===== config.mk =====
export PLATFORM = sky130hd
export DESIGN_NAME = usb_supply_seq
export DESIGN_NICKNAME = d
export VERILOG_FILES = /design/src/rtl/usbsup_pkg.sv /design/src/rtl/usbsup_vbus_sync.sv /design/src/rtl/usbsup_power.sv /design/src/rtl/usbsup_regs.sv /design/src/rtl/usb_supply_seq.sv
export SDC_FILE = /design/constraint.sdc
export NUM_CORES = 1
export LEC_CHECK = 0
export BUFFER_PORTS_ARGS = -buffer_cell sky130_fd_sc_hd__buf_2
export CORE_UTILIZATION = 55
export DETAILED_ROUTE_END_ITERATION = 7
export PLACE_DENSITY_LB_ADDON = 0.25
export SETUP_SLACK_MARGIN = 0.1
export SLEW_MARGIN = 0
export SYNTH_ARGS = -nofsm -noshare
export SYNTH_HDL_FRONTEND = slang
export SYNTH_SLANG_ARGS = --single-unit

===== constraint.sdc =====
create_clock -name clk -period 3.5 [get_ports clk]
set_clock_uncertainty 0.15 [all_clocks]
set_input_delay 0.7 -clock clk [delete_from_list [all_inputs] [get_ports clk]]
set_output_delay 0.7 -clock clk [all_outputs]
set_load 0.005 [all_outputs]

===== src/rtl/usbsup_pkg.sv =====
package usbsup_pkg;
  localparam int DATA_W  = 32;
  localparam int NUM_EV  = 3;
  localparam int EV_DET  = 0;
  localparam int EV_REM  = 1;
  localparam int EV_RDY  = 2;
  localparam int OFS_EV     = 'h100;
  localparam int OFS_PUB    = 'h180;
  localparam int OFS_MASK   = 'h300;
  localparam int OFS_MSET   = 'h304;
  localparam int OFS_MCLR   = 'h308;
  localparam int OFS_STATUS = 'h400;
  localparam int PUB_EN_BIT = 31;
endpackage


===== src/rtl/usbsup_vbus_sync.sv =====
module usbsup_vbus_sync #(
  parameter int STAGES = 2
) (
  input  logic clk,
  input  logic rst,
  input  logic vbus_async,
  output logic lvl,
  output logic rise,
  output logic fall
);
  logic [STAGES-1:0] chain;
  logic              lvl_d;

  always_ff @(posedge clk) begin
    if (rst) begin
      chain <= '0;
      lvl_d <= 1'b0;
    end else begin
      chain <= {chain[STAGES-2:0], vbus_async};
      lvl_d <= chain[STAGES-1];
    end
  end

  assign lvl  = chain[STAGES-1];
  assign rise = lvl & ~lvl_d;
  assign fall = ~lvl & lvl_d;


  sync_path_chk: assert property (@(posedge clk) disable iff (rst)
    (lvl != $past(lvl)) |-> (lvl == $past(chain[STAGES-2])));
endmodule


===== src/rtl/usbsup_power.sv =====
module usbsup_power #(
  parameter int SETTLE_CYC = 48000
) (
  input  logic clk,
  input  logic rst,
  input  logic usb_en,
  input  logic vbus_lvl,
  input  logic vbus_rise,
  input  logic sys_off,
  output logic reg_on,
  output logic rdy,
  output logic rdy_pulse,
  output logic wake_req,
  output logic reason
);
  localparam int CNT_W = $clog2(SETTLE_CYC + 1);
  localparam logic [CNT_W-1:0] LAST = CNT_W'(SETTLE_CYC - 1);

  logic             on_nxt;
  logic [CNT_W-1:0] cnt;

  assign on_nxt = usb_en & vbus_lvl;

  always_ff @(posedge clk) begin
    if (rst) begin
      reg_on    <= 1'b0;
      rdy       <= 1'b0;
      rdy_pulse <= 1'b0;
      cnt       <= '0;
    end else begin
      reg_on    <= on_nxt;
      rdy_pulse <= 1'b0;
      if (!on_nxt) begin
        cnt <= '0;
        rdy <= 1'b0;
      end else if (reg_on && !rdy) begin
        if (cnt == LAST) begin
          rdy       <= 1'b1;
          rdy_pulse <= 1'b1;
        end else begin
          cnt <= cnt + 1'b1;
        end
      end
    end
  end

  always_ff @(posedge clk) begin
    if (rst) begin
      wake_req <= 1'b0;
      reason   <= 1'b0;
    end else begin
      wake_req <= vbus_rise & sys_off;
      if (vbus_rise && sys_off) reason <= 1'b1;
    end
  end


  reg_on_cond_chk: assert property (@(posedge clk) disable iff (rst)
    reg_on |-> $past(usb_en && vbus_lvl));

  ready_needs_on_chk: assert property (@(posedge clk) disable iff (rst)
    rdy |-> reg_on);

  reason_sticky_chk: assert property (@(posedge clk) disable iff (rst)
    $past(reason) |-> reason);
endmodule


===== src/rtl/usbsup_regs.sv =====
module usbsup_regs
  import usbsup_pkg::*;
#(
  parameter int ADDR_W = 12,
  parameter int CHAN_W = 8
) (
  input  logic                     clk,
  input  logic                     rst,
  input  logic [NUM_EV-1:0]        ev_set,
  input  logic                     vbus_lvl,
  input  logic                     pwr_rdy,
  input  logic [ADDR_W-1:0]        addr,
  input  logic                     wr,
  input  logic [DATA_W-1:0]        wdata,
  input  logic                     rd,
  output logic [DATA_W-1:0]        rdata,
  output logic                     irq,
  output logic [NUM_EV-1:0]        pub_stb,
  output logic [NUM_EV*CHAN_W-1:0] pub_chan
);
  localparam logic [ADDR_W-1:0] A_MASK = ADDR_W'(OFS_MASK);
  localparam logic [ADDR_W-1:0] A_MSET = ADDR_W'(OFS_MSET);
  localparam logic [ADDR_W-1:0] A_MCLR = ADDR_W'(OFS_MCLR);
  localparam logic [ADDR_W-1:0] A_STAT = ADDR_W'(OFS_STATUS);

  logic [NUM_EV-1:0] flag;
  logic [NUM_EV-1:0] mask;
  logic [DATA_W-1:0] pub_rd [NUM_EV];
  logic [DATA_W-1:0] rd_nxt;
  logic              unused_wbits;

  assign unused_wbits = ^wdata[PUB_EN_BIT-1:CHAN_W];

  for (genvar g = 0; g < NUM_EV; g++) begin : g_ev
    localparam logic [ADDR_W-1:0] A_EV  = ADDR_W'(OFS_EV + 4 * g);
    localparam logic [ADDR_W-1:0] A_PUB = ADDR_W'(OFS_PUB + 4 * g);
    logic              flag_q;
    logic              en_q;
    logic [CHAN_W-1:0] ch_q;

    always_ff @(posedge clk) begin
      if (rst) begin
        flag_q <= 1'b0;
      end else if (ev_set[g]) begin
        flag_q <= 1'b1;
      end else if (wr && addr == A_EV && !wdata[0]) begin
        flag_q <= 1'b0;
      end
    end

    always_ff @(posedge clk) begin
      if (rst) begin
        en_q <= 1'b0;
        ch_q <= '0;
      end else if (wr && addr == A_PUB) begin
        en_q <= wdata[PUB_EN_BIT];
        ch_q <= wdata[CHAN_W-1:0];
      end
    end

    always_ff @(posedge clk) begin
      if (rst) begin
        pub_stb[g]                     <= 1'b0;
        pub_chan[g*CHAN_W +: CHAN_W]   <= '0;
      end else begin
        pub_stb[g]                     <= ev_set[g] & en_q;
        pub_chan[g*CHAN_W +: CHAN_W]   <= ch_q;
      end
    end

    assign flag[g]   = flag_q;
    assign pub_rd[g] = {en_q, {(DATA_W-1-CHAN_W){1'b0}}, ch_q};


    hw_set_wins_chk: assert property (@(posedge clk) disable iff (rst)
      $past(ev_set[g]) |-> flag_q);

    pub_origin_chk: assert property (@(posedge clk) disable iff (rst)
      pub_stb[g] |-> $past(ev_set[g]));
  end

  always_ff @(posedge clk) begin
    if (rst) begin
      mask <= '0;
    end else if (wr && addr == A_MASK) begin
      mask <= wdata[NUM_EV-1:0];
    end else if (wr && addr == A_MSET) begin
      mask <= mask | wdata[NUM_EV-1:0];
    end else if (wr && addr == A_MCLR) begin
      mask <= mask & ~wdata[NUM_EV-1:0];
    end
  end

  always_ff @(posedge clk) begin
    if (rst) irq <= 1'b0;
    else     irq <= |(flag & mask);
  end

  always_comb begin
    rd_nxt = '0;
    if (addr == A_MASK || addr == A_MSET || addr == A_MCLR) begin
      rd_nxt[NUM_EV-1:0] = mask;
    end else if (addr == A_STAT) begin
      rd_nxt[1:0] = {pwr_rdy, vbus_lvl};
    end
    for (int i = 0; i < NUM_EV; i++) begin
      if (addr == ADDR_W'(OFS_EV + 4 * i))  rd_nxt[0] = flag[i];
      if (addr == ADDR_W'(OFS_PUB + 4 * i)) rd_nxt    = pub_rd[i];
    end
  end

  always_ff @(posedge clk) begin
    if (rst)     rdata <= '0;
    else if (rd) rdata <= rd_nxt;
    else         rdata <= '0;
  end


  irq_masked_chk: assert property (@(posedge clk) disable iff (rst)
    $past(mask == '0) |-> !irq);

  mask_set_chk: assert property (@(posedge clk) disable iff (rst)
    $past(wr && addr == A_MSET) |->
      ((mask & $past(wdata[NUM_EV-1:0])) == $past(wdata[NUM_EV-1:0])));
endmodule


===== src/rtl/usb_supply_seq.sv =====
module usb_supply_seq
  import usbsup_pkg::*;
#(
  parameter int ADDR_W     = 12,
  parameter int CHAN_W     = 8,
  parameter int SETTLE_CYC = 48000
) (
  input  logic                     clk,
  input  logic                     rst,
  input  logic                     vbus_async,
  input  logic                     usb_en,
  input  logic                     sys_off,
  input  logic [ADDR_W-1:0]        bus_addr,
  input  logic                     bus_wr,
  input  logic [31:0]              bus_wdata,
  input  logic                     bus_rd,
  output logic [31:0]              bus_rdata,
  output logic                     reg_on,
  output logic                     pwr_ready,
  output logic                     irq,
  output logic                     wake_req,
  output logic                     rst_reason_vbus,
  output logic [2:0]               pub_stb,
  output logic [3*CHAN_W-1:0]      pub_chan
);
  logic              vbus_lvl, vbus_rise, vbus_fall, rdy_pulse;
  logic [NUM_EV-1:0] ev_set;

  usbsup_vbus_sync #(.STAGES(2)) u_sync (
    .clk(clk), .rst(rst), .vbus_async(vbus_async),
    .lvl(vbus_lvl), .rise(vbus_rise), .fall(vbus_fall)
  );

  usbsup_power #(.SETTLE_CYC(SETTLE_CYC)) u_power (
    .clk(clk), .rst(rst), .usb_en(usb_en), .vbus_lvl(vbus_lvl),
    .vbus_rise(vbus_rise), .sys_off(sys_off), .reg_on(reg_on),
    .rdy(pwr_ready), .rdy_pulse(rdy_pulse), .wake_req(wake_req),
    .reason(rst_reason_vbus)
  );

  always_comb begin
    ev_set         = '0;
    ev_set[EV_DET] = vbus_rise;
    ev_set[EV_REM] = vbus_fall;
    ev_set[EV_RDY] = rdy_pulse;
  end

  usbsup_regs #(.ADDR_W(ADDR_W), .CHAN_W(CHAN_W)) u_regs (
    .clk(clk), .rst(rst), .ev_set(ev_set), .vbus_lvl(vbus_lvl),
    .pwr_rdy(pwr_ready), .addr(bus_addr), .wr(bus_wr), .wdata(bus_wdata),
    .rd(bus_rd), .rdata(bus_rdata), .irq(irq), .pub_stb(pub_stb),
    .pub_chan(pub_chan)
  );


  wake_reason_chk: assert property (@(posedge clk) disable iff (rst)
    wake_req |-> rst_reason_vbus);

  ready_drop_chk: assert property (@(posedge clk) disable iff (rst)
    $fell(reg_on) |-> !pwr_ready);
endmodule


-- Word-level counts from Yosys, hierarchy flattened
Index checks and enable logic that the tools add are counted.
- input bits: 51
- register bits: 117
- output and inout bits: 64
- equal/unequal tests: 11
- bitwise gates (word level): 17
- mux-type cells: 19
- reduce and logical (&&, ||, !) cells: 29
- add/subtract/negate cells: 1
- operator list (operator ; count):
    $mux W32 ; 3
    $eq A12 B9 Y1 const B ; 6
    $eq A12 B10 Y1 const B ; 3
    $add A16 B1 Y16 const B ; 1
    $eq A16 B16 Y1 const B ; 1
    $logic_and A1 B1 Y1 ; 14
    $eq A12 B11 Y1 const B ; 1
    $mux W1 ; 11
    $mux W3 ; 3
    $and A1 B1 Y1 ; 7
    $and A3 B3 Y3 ; 2
    $not A1 Y1 ; 6
    $reduce_bool A2 Y1 ; 3
    $reduce_or A3 Y1 ; 2
    $mux W2 ; 2
    $reduce_and A2 Y1 ; 2
    $reduce_or A2 Y1 ; 2
    $reduce_or A4 Y1 ; 1
    $not A3 Y3 ; 1
    $or A3 B3 Y3 ; 1
    $reduce_bool A3 Y1 ; 1
    $logic_not A1 Y1 ; 2
    $logic_or A1 B1 Y1 ; 2

-- Longest topological paths before layout
Gate-level depths: netlist of the first run.
- depth in word-level cells: 10
- mapped depth: 8
- gate-level depth less buffers: 8

-- By module
Synthesis of the first run repeated with hierarchy kept, for this count alone.
- cell total of the unflattened synthesis: 434
- area total of the unflattened synthesis: 3895.0 µm²
- modules (own cells, without submodules) (module ; area each (µm²) ; cells each ; times used):
    usbsup_regs ; 2817.7 ; 320 ; 1
    usbsup_power ; 985.9 ; 106 ; 1
    usbsup_vbus_sync ; 91.3 ; 8 ; 1

-- Worst setup path after synthesis of the first run
OpenSTA, ideal clock, no wires.
- path type: input port to flip-flop
- start point: input port bus_addr[9]
- end point: register u_regs.g_ev[2].ch_q[4]
- data required time: 3.222 ns
- arrival time: 2.230 ns
- path slack: 0.993 ns
- setup time: 0.128 ns
- buffers on the path: 2
- cell stages on the path: 7
- cells stage by stage: or4b_1 -> buf_4 -> nor4_4 -> nand2_2 -> buf_6 -> mux2i_1 -> nor2_1
- cells in the longest elaborated chain, start to end: 2
- ends and longest elaborated chain (element ; RTL line ; RTL):
    start: declaration ; usb_supply_seq.sv:13 ; input logic [ADDR_W-1:0] bus_addr,
    $eq A12 B9 Y1 ; usbsup_regs.sv:55 ; end else if (wr && addr == A_PUB) begin
    $logic_and A1 B1 Y1 ; usbsup_regs.sv:55 ;
    end signal: assignment ; usbsup_regs.sv:57 ; ch_q <= wdata[CHAN_W-1:0];
    end: declaration ; usbsup_regs.sv:39 ; logic [CHAN_W-1:0] ch_q;
No other way between the ends.
A chain may end at the register's enable or synchronous reset.

-- Worst setup path in the final report of the first run
- start point: input port bus_addr[9]
- end point: register u_regs.g_ev[0].ch_q[2]
- cells in the longest elaborated chain, start to end: 2
- ends and longest elaborated chain (element ; RTL line):
    $eq A12 B9 Y1 ; usbsup_regs.sv:55
    $logic_and A1 B1 Y1 ; usbsup_regs.sv:55
    end signal: assignment ; usbsup_regs.sv:57
    end: declaration ; usbsup_regs.sv:39
No other way between the ends.

==> flow_metrics.env, run 1 <==
export IMPL_status="finished with violations"
export IMPL_violations="DRC"
export IMPL_worstPathMaxFanout=15
export IMPL_regToRegStartpoint="u_power.cnt[0]"
export IMPL_coreArea_um2=6490
export IMPL_ctsHoldBuffers=0
export IMPL_fmax_ghz=0.391
export IMPL_initial_utilization_pct=58.0
export IMPL_crit_arrival_ns=2.64
export IMPL_cts_clk_slew_worst_paths_ns=0.10
export IMPL_die_w_um=84.8
export IMPL_ioPinCount=115
export IMPL_num_rows=29
export IMPL_rsz0062_at_grt="no"
export IMPL_layout_common_cells="dfxtp_1, buf_2, nand2_1"
export IMPL_path_class="in2reg"
export IMPL_avgSynthCellArea_um2=9.04
export IMPL_postCtsSetupBuffers=0
export IMPL_ys_ff_latch=94
export IMPL_syn_cell_area_um2=3770
export IMPL_fp_dieArea_um2=7190
export IMPL_hold_class="reg2reg"
export IMPL_clkSinkCount=94
export IMPL_timing_rr_end="u_power.cnt[10]"
export IMPL_drc=7
export IMPL_diodes=0
export IMPL_final_common_cell="dfxtp_1"
export IMPL_via_count=3037
export IMPL_synth_top_cell_area_share_pct=49.9
export IMPL_fin_setup_tns_ns=0
export IMPL_max_slew_margin_rel_pct=50.4
export IMPL_powerDensity_nw_per_um2=433
export IMPL_leakagePower_nw=1.72
export IMPL_syn_to_final_growth_pct=13.4
export IMPL_synth_edf_count=0
export IMPL_htree_levels=3
export IMPL_grt_pass1_vias=2665
export IMPL_synth_cells=417
export IMPL_yosysSeqAreaShare_pct=49.9
export IMPL_antenna_found_initial=0
export IMPL_synthFlopType="dfxtp_1"
export IMPL_drtIter0Drc=225
export IMPL_hold_viol_final=0
export IMPL_drt_pass1_iterations=8
export IMPL_hold_start="u_sync.chain[0]"
export IMPL_dp_hpwl_um=5680
export IMPL_final_period_utilization_pct=73.1
export IMPL_cp_start_kind="input pin"
export IMPL_grt_max_degree=57
export IMPL_cts_root_buf="clkbuf_8"
export IMPL_synthArstFlopShare_pct=0
export IMPL_chipHeight_um=84.8
export IMPL_wl_per_cell_um=14.1
export IMPL_nets=536
export IMPL_whs_path_depth=1
export IMPL_endpoint_kind="register"
export IMPL_numCtsBuffers=9
export IMPL_r2r_setup_slack_ns=1.14
export IMPL_drt_antenna_violating_nets=0
export IMPL_tightest_slew_ns=0.738
export IMPL_cts_tree="done"
export IMPL_hold_path_endpoint="u_sync.chain[1]"
export IMPL_setup_violations_final=0
export IMPL_synth_top_cell_by_area="dfxtp_1"
export IMPL_cp_required_ns=3.58
export IMPL_grt_usage_pct=22.7
export IMPL_ctsResizeCount=0
export IMPL_grt_ovfl_total=0
export IMPL_yosys_warnings=0
export IMPL_min_period_ns=2.56
export IMPL_routed_wl_um=8000
export IMPL_max_cap_violations=0
export IMPL_portBuffers=68
export IMPL_reg2reg_depth=6
export IMPL_ir_drop_uv=299
export IMPL_drive_gt1_share_pct=19.8
export IMPL_grt_pass1_wl_um=12900
export IMPL_gp_congestion=0.910
export IMPL_yosysUniqueCellTypes=49
export IMPL_slew_viol_final=0
export IMPL_routed_via_density=5.37
export IMPL_synth_area_leaders="dfxtp_1, buf_4, nor2b_1"
export IMPL_clockBufferDepth=2
export IMPL_finalPower_mw=1.85
export IMPL_clk_latency_ns=0.36
-- per-layer routing --
layer  global-route usage (%)  up-vias  part of all wire [%]
met1                     31.8     1369                    47
met2                     35.5      122                    46
li1                         -     1533                     -
met3                     3.64       13                   5.8
met5                        0        -                     0
met4                     8.63        0                   1.5
-- cells in the mapped netlist (3+ instances only) --
library cell / count
nor2_1: 38
nor3b_1: 4
mux2i_1: 6
nand2b_1: 3
nand4_1: 7
or4_1: 3
nor4_1: 7
o21ai_1: 4
nand3_1: 23
nor4_4: 3
a221oi_1: 5
xnor2_1: 6
o21ai_0: 22
dfxtp_1: 94
nor2b_1: 27
a22oi_1: 3
or3_1: 6
xor2_1: 5
buf_4: 25
clkbuf_1: 10
nand2_1: 39
a21oi_1: 31
inv_1: 8
nor3_1: 4
nand3b_1: 3
-- stage by stage --
step | cells | instance area, um^2 | setup slack, ns | hold slack, ns | utilization [%]
global route | 566 | 4280 | 0.831 | 0.319 | 65.8
finish | 566 | 4280 | 0.942 | 0.299 | 65.8
floorplan | 439 | 3850 | 0.993 | 0.264 | -
detailed placement | 550 | 4080 | 0.596 | 0.278 | 62.8
global placement | 550 | 4080 | 0.620 | 0.271 | 62.8
CTS | 566 | 4280 | 0.978 | 0.301 | 65.8
-- worst max-delay path, stage by stage --
cell and delay (ns):
buf_2 0.11, or4b_1 0.73, nor4_4 0.33, buf_4 0.25, nand2_1 0.29, nand2_1 0.16, a21oi_1 0.07
-- report_power, final --
group | total [mW] | switching (mW) | leakage [nW] | internal, mW
Sequential | 1.07 | 0.00229 | 0.758 | 1.07
Combinational | 0.0764 | 0.0530 | 0.865 | 0.0234
Clock | 0.701 | 0.421 | 0.0970 | 0.280
-- state kept, by name (all words and copies together), names as in the netlist, named ones only --
register,flops
u_regs.g_ev.ch_q,24
u_regs.g_ev.en_q,3
u_sync.lvl_d,1
u_power.rdy,1
u_power.cnt,16
u_regs.irq,1
u_power.rdy_pulse,1
u_sync.chain,2
u_regs.pub_stb,3
u_regs.g_ev.flag_q,3
u_regs.rdata,9
u_power.wake_req,1
u_power.reg_on,1
u_regs.pub_chan,24
u_power.reason,1
-- kinds of logic (layout without fill, tap and decap cells) --
family	after synthesis	after routing	synth area share, %
and+or+nand+nor	181	181	26.4
DFF	94	94	49.9
AOI/OAI and AO/OA	74	74	11.3
buffers and inverters	48	98	7.53
xor gates and xnor gates	11	11	2.56
muxes	7	7	1.89
adders and majority gates	1	1	0.332
other	1	23	0.0995
-- final cells by class --
type	instances	area, um^2
multi-input cells	297	1690
repair buffers	74	385
fillers	562	2220
inverters	8	30.0
clock inverters	7	72.6
flip-flops and latches	94	1880
well taps	77	96.3
clock buffers	9	124
-- worst max path at each step --
stage,from,end,slack (ns)
2_1_floorplan,bus_addr[9],u_regs.g_ev[2].ch_q[4],0.99
3_3_place_gp,bus_addr[9],u_regs.g_ev[0].ch_q[7],0.62
3_5_place_dp,bus_addr[9],u_regs.g_ev[1].ch_q[4],0.60
4_1_cts,bus_addr[9],u_regs.g_ev[0].ch_q[6],0.98
5_1_grt,bus_addr[9],u_regs.g_ev[0].ch_q[2],0.83
6_report,bus_addr[9],u_regs.g_ev[0].ch_q[2],0.94
Note: power is estimated with default switching activity, not from simulation.
==> run 2, diff against run 1 <==
Settings changed: CORE_UTILIZATION 55 to 51.
Clock period 3.5 ns to 2.58 ns, I/O delays scaled along.
==> run 2 against run 1 <==
Critical path depth is 1 lower. Via count increased by 3.1%. Hold slack worse by 0.075 ns. Non-clock buffer count increased by 9. Die area grew 7.7%. Critical path type unchanged. The run now ends clean. Clock-buffer cell count did not move. Clock power rose by 34%. First-iteration DRC count is 31% lower. Setup slack worse by 0.58 ns. Power rose by 35%.
==> flow_metrics.env, run 2 (synthesized netlist as in run 1, its figures left out) <==
export IMPL_hold_viol_final=0
export IMPL_cts_root_buf="clkbuf_8"
export IMPL_final_cells=594
export IMPL_grt_max_degree=56
export IMPL_gp_congestion=0.907
export IMPL_swShare_pct=25.3
export IMPL_crit_arrival_ns=2.29
export IMPL_ctsHoldBuffers=0
export IMPL_clk_latency_ns=0.36
export IMPL_regToRegStartpoint="u_power.cnt[0]"
export IMPL_fin_setup_tns_ns=0
export IMPL_tightest_slew_ns=0.530
export IMPL_drt_pass1_iterations=4
export IMPL_htree_levels=3
export IMPL_grt_pass1_vias=2818
export IMPL_path_class="in2reg"
export IMPL_wl_per_cell_um=13.8
export IMPL_powerDensity_nw_per_um2=573
export IMPL_min_period_ns=2.22
export IMPL_slew_viol_final=0
export IMPL_final_period_utilization_pct=85.9
export IMPL_initial_utilization_pct=54.0
export IMPL_dp_cells=578
export IMPL_antenna_found_initial=0
export IMPL_diodes=0
export IMPL_chipHeight_um=88.0
export IMPL_cp_required_ns=2.65
export IMPL_grt_pass1_wl_um=13200
export IMPL_clockBufferDepth=2
export IMPL_num_rows=30
export IMPL_hold_class="in2reg"
export IMPL_die_w_um=88.0
export IMPL_final_common_cell="dfxtp_1"
export IMPL_grt_ovfl_total=0
export IMPL_comb_power_share_pct=4.3
export IMPL_fmax_ghz=0.451
export IMPL_status="completed"
export IMPL_max_slew_margin_rel_pct=64.7
export IMPL_drc=0
export IMPL_grt_usage_pct=22.2
export IMPL_hold_start="vbus_async"
export IMPL_routed_via_density=5.27
export IMPL_power_switching_mw=0.634
export IMPL_cp_start_kind="input pin"
export IMPL_via_count=3132
export IMPL_drt_antenna_violating_nets=0
export IMPL_startpoint="bus_addr[9]"
export IMPL_setup_violations_final=0
export IMPL_clkSinkCount=94
export IMPL_leakagePower_nw=1.76
export IMPL_postCtsSetupBuffers=0
export IMPL_cts_clk_slew_worst_paths_ns=0.10
export IMPL_reg2reg_depth=7
export IMPL_layout_common_cells="dfxtp_1, buf_2, nand2_1"
export IMPL_whs_path_depth=2
export IMPL_pre_cts_slack_ns=-0.00773
export IMPL_syn_to_final_growth_pct=15.9
export IMPL_drive_gt1_share_pct=21.3
export IMPL_seq_power_share_pct=58.2
export IMPL_coreArea_um2=6980
export IMPL_ioPinCount=115
export IMPL_max_cap_violations=0
export IMPL_p_int_mw=1.87
export IMPL_layout_setup_ws_ns=0.364
export IMPL_reg_top3="u_regs.g_ev.ch_q (24), u_regs.pub_chan (24), u_power.cnt (16)"
export IMPL_ir_drop_uv=361
export IMPL_drtIter0Drc=156
export IMPL_rsz0062_at_grt="no"
export IMPL_clkPwrFrac_pct=37.5
export IMPL_worstPathMaxFanout=11
export IMPL_nets=545
export IMPL_routed_wl_um=8220
export IMPL_endpoint_kind="register"
export IMPL_portBuffers=68
export IMPL_cts_tree="done"
export IMPL_ctsResizeCount=0
export IMPL_numCtsBuffers=9
export IMPL_fp_dieArea_um2=7740
export IMPL_dp_hpwl_um=5930
run 2: cell types whose count changed in the layout (fill, tap and decap cells not counted):
cell   change
buf_4      +9
run 2: path summary, 6_finish.rpt:
kind	slack (ns)	to
hold reg to reg	0.31	u_sync.chain[1]
hold / removal	0.22	u_sync.chain[0]
setup / recovery	0.36	u_regs.g_ev[1].ch_q[6]
setup reg to reg	0.56	u_power.cnt[10]
run 2: metrics by stage:
stage / power, mW / utilization (%) / hold WS (ns) / instance area, um^2
floorplan: 1.57 / - / 0.264 / 3850
global placement: 1.60 / 59.7 / 0.279 / 4170
detailed placement: 1.60 / 59.7 / 0.291 / 4170
CTS: 2.53 / 62.6 / 0.217 / 4370
global route: 2.60 / 62.6 / 0.213 / 4370
finish: 2.50 / 62.6 / 0.224 / 4370
run 2: power groups by stage:
stage / Clock (mW) / Combinational, mW / Sequential [mW]
after floorplan: 0 / 0.0821 / 1.49
after global placement: 0 / 0.104 / 1.49
after detailed placement: 0 / 0.106 / 1.49
after CTS: 0.963 / 0.106 / 1.46
after global routing: 1.02 / 0.119 / 1.46
final: 0.938 / 0.107 / 1.46
run 2: area by class of cell:
type,count,area (um^2)
multi-input combinational,297,1690
clock buffer,9,124
sequential,94,1880
fill,628,2610
timing repair buffer,83,453
tap,96,120
inverter,8,30.0
clock inverter,7,72.6
run 2: critical path, stage by stage:
cell and delay, ns:
buf_2 0.11, or4b_1 0.74, nor4_4 0.37, nand2_1 0.32
nand2_1 0.16, a21oi_1 0.07
run 2: per-layer routing:
layer / routed length [um] / track usage (%) / vias up / part of all wire, %
met5: 0 / 0 / - / 0
met4: 176 / 8.79 / 0 / 2.1
met3: 519 / 5.28 / 20 / 6.3
met2: 3740 / 35.0 / 113 / 45
met1: 3790 / 29.6 / 1442 / 46
li1: - / - / 1557 / -
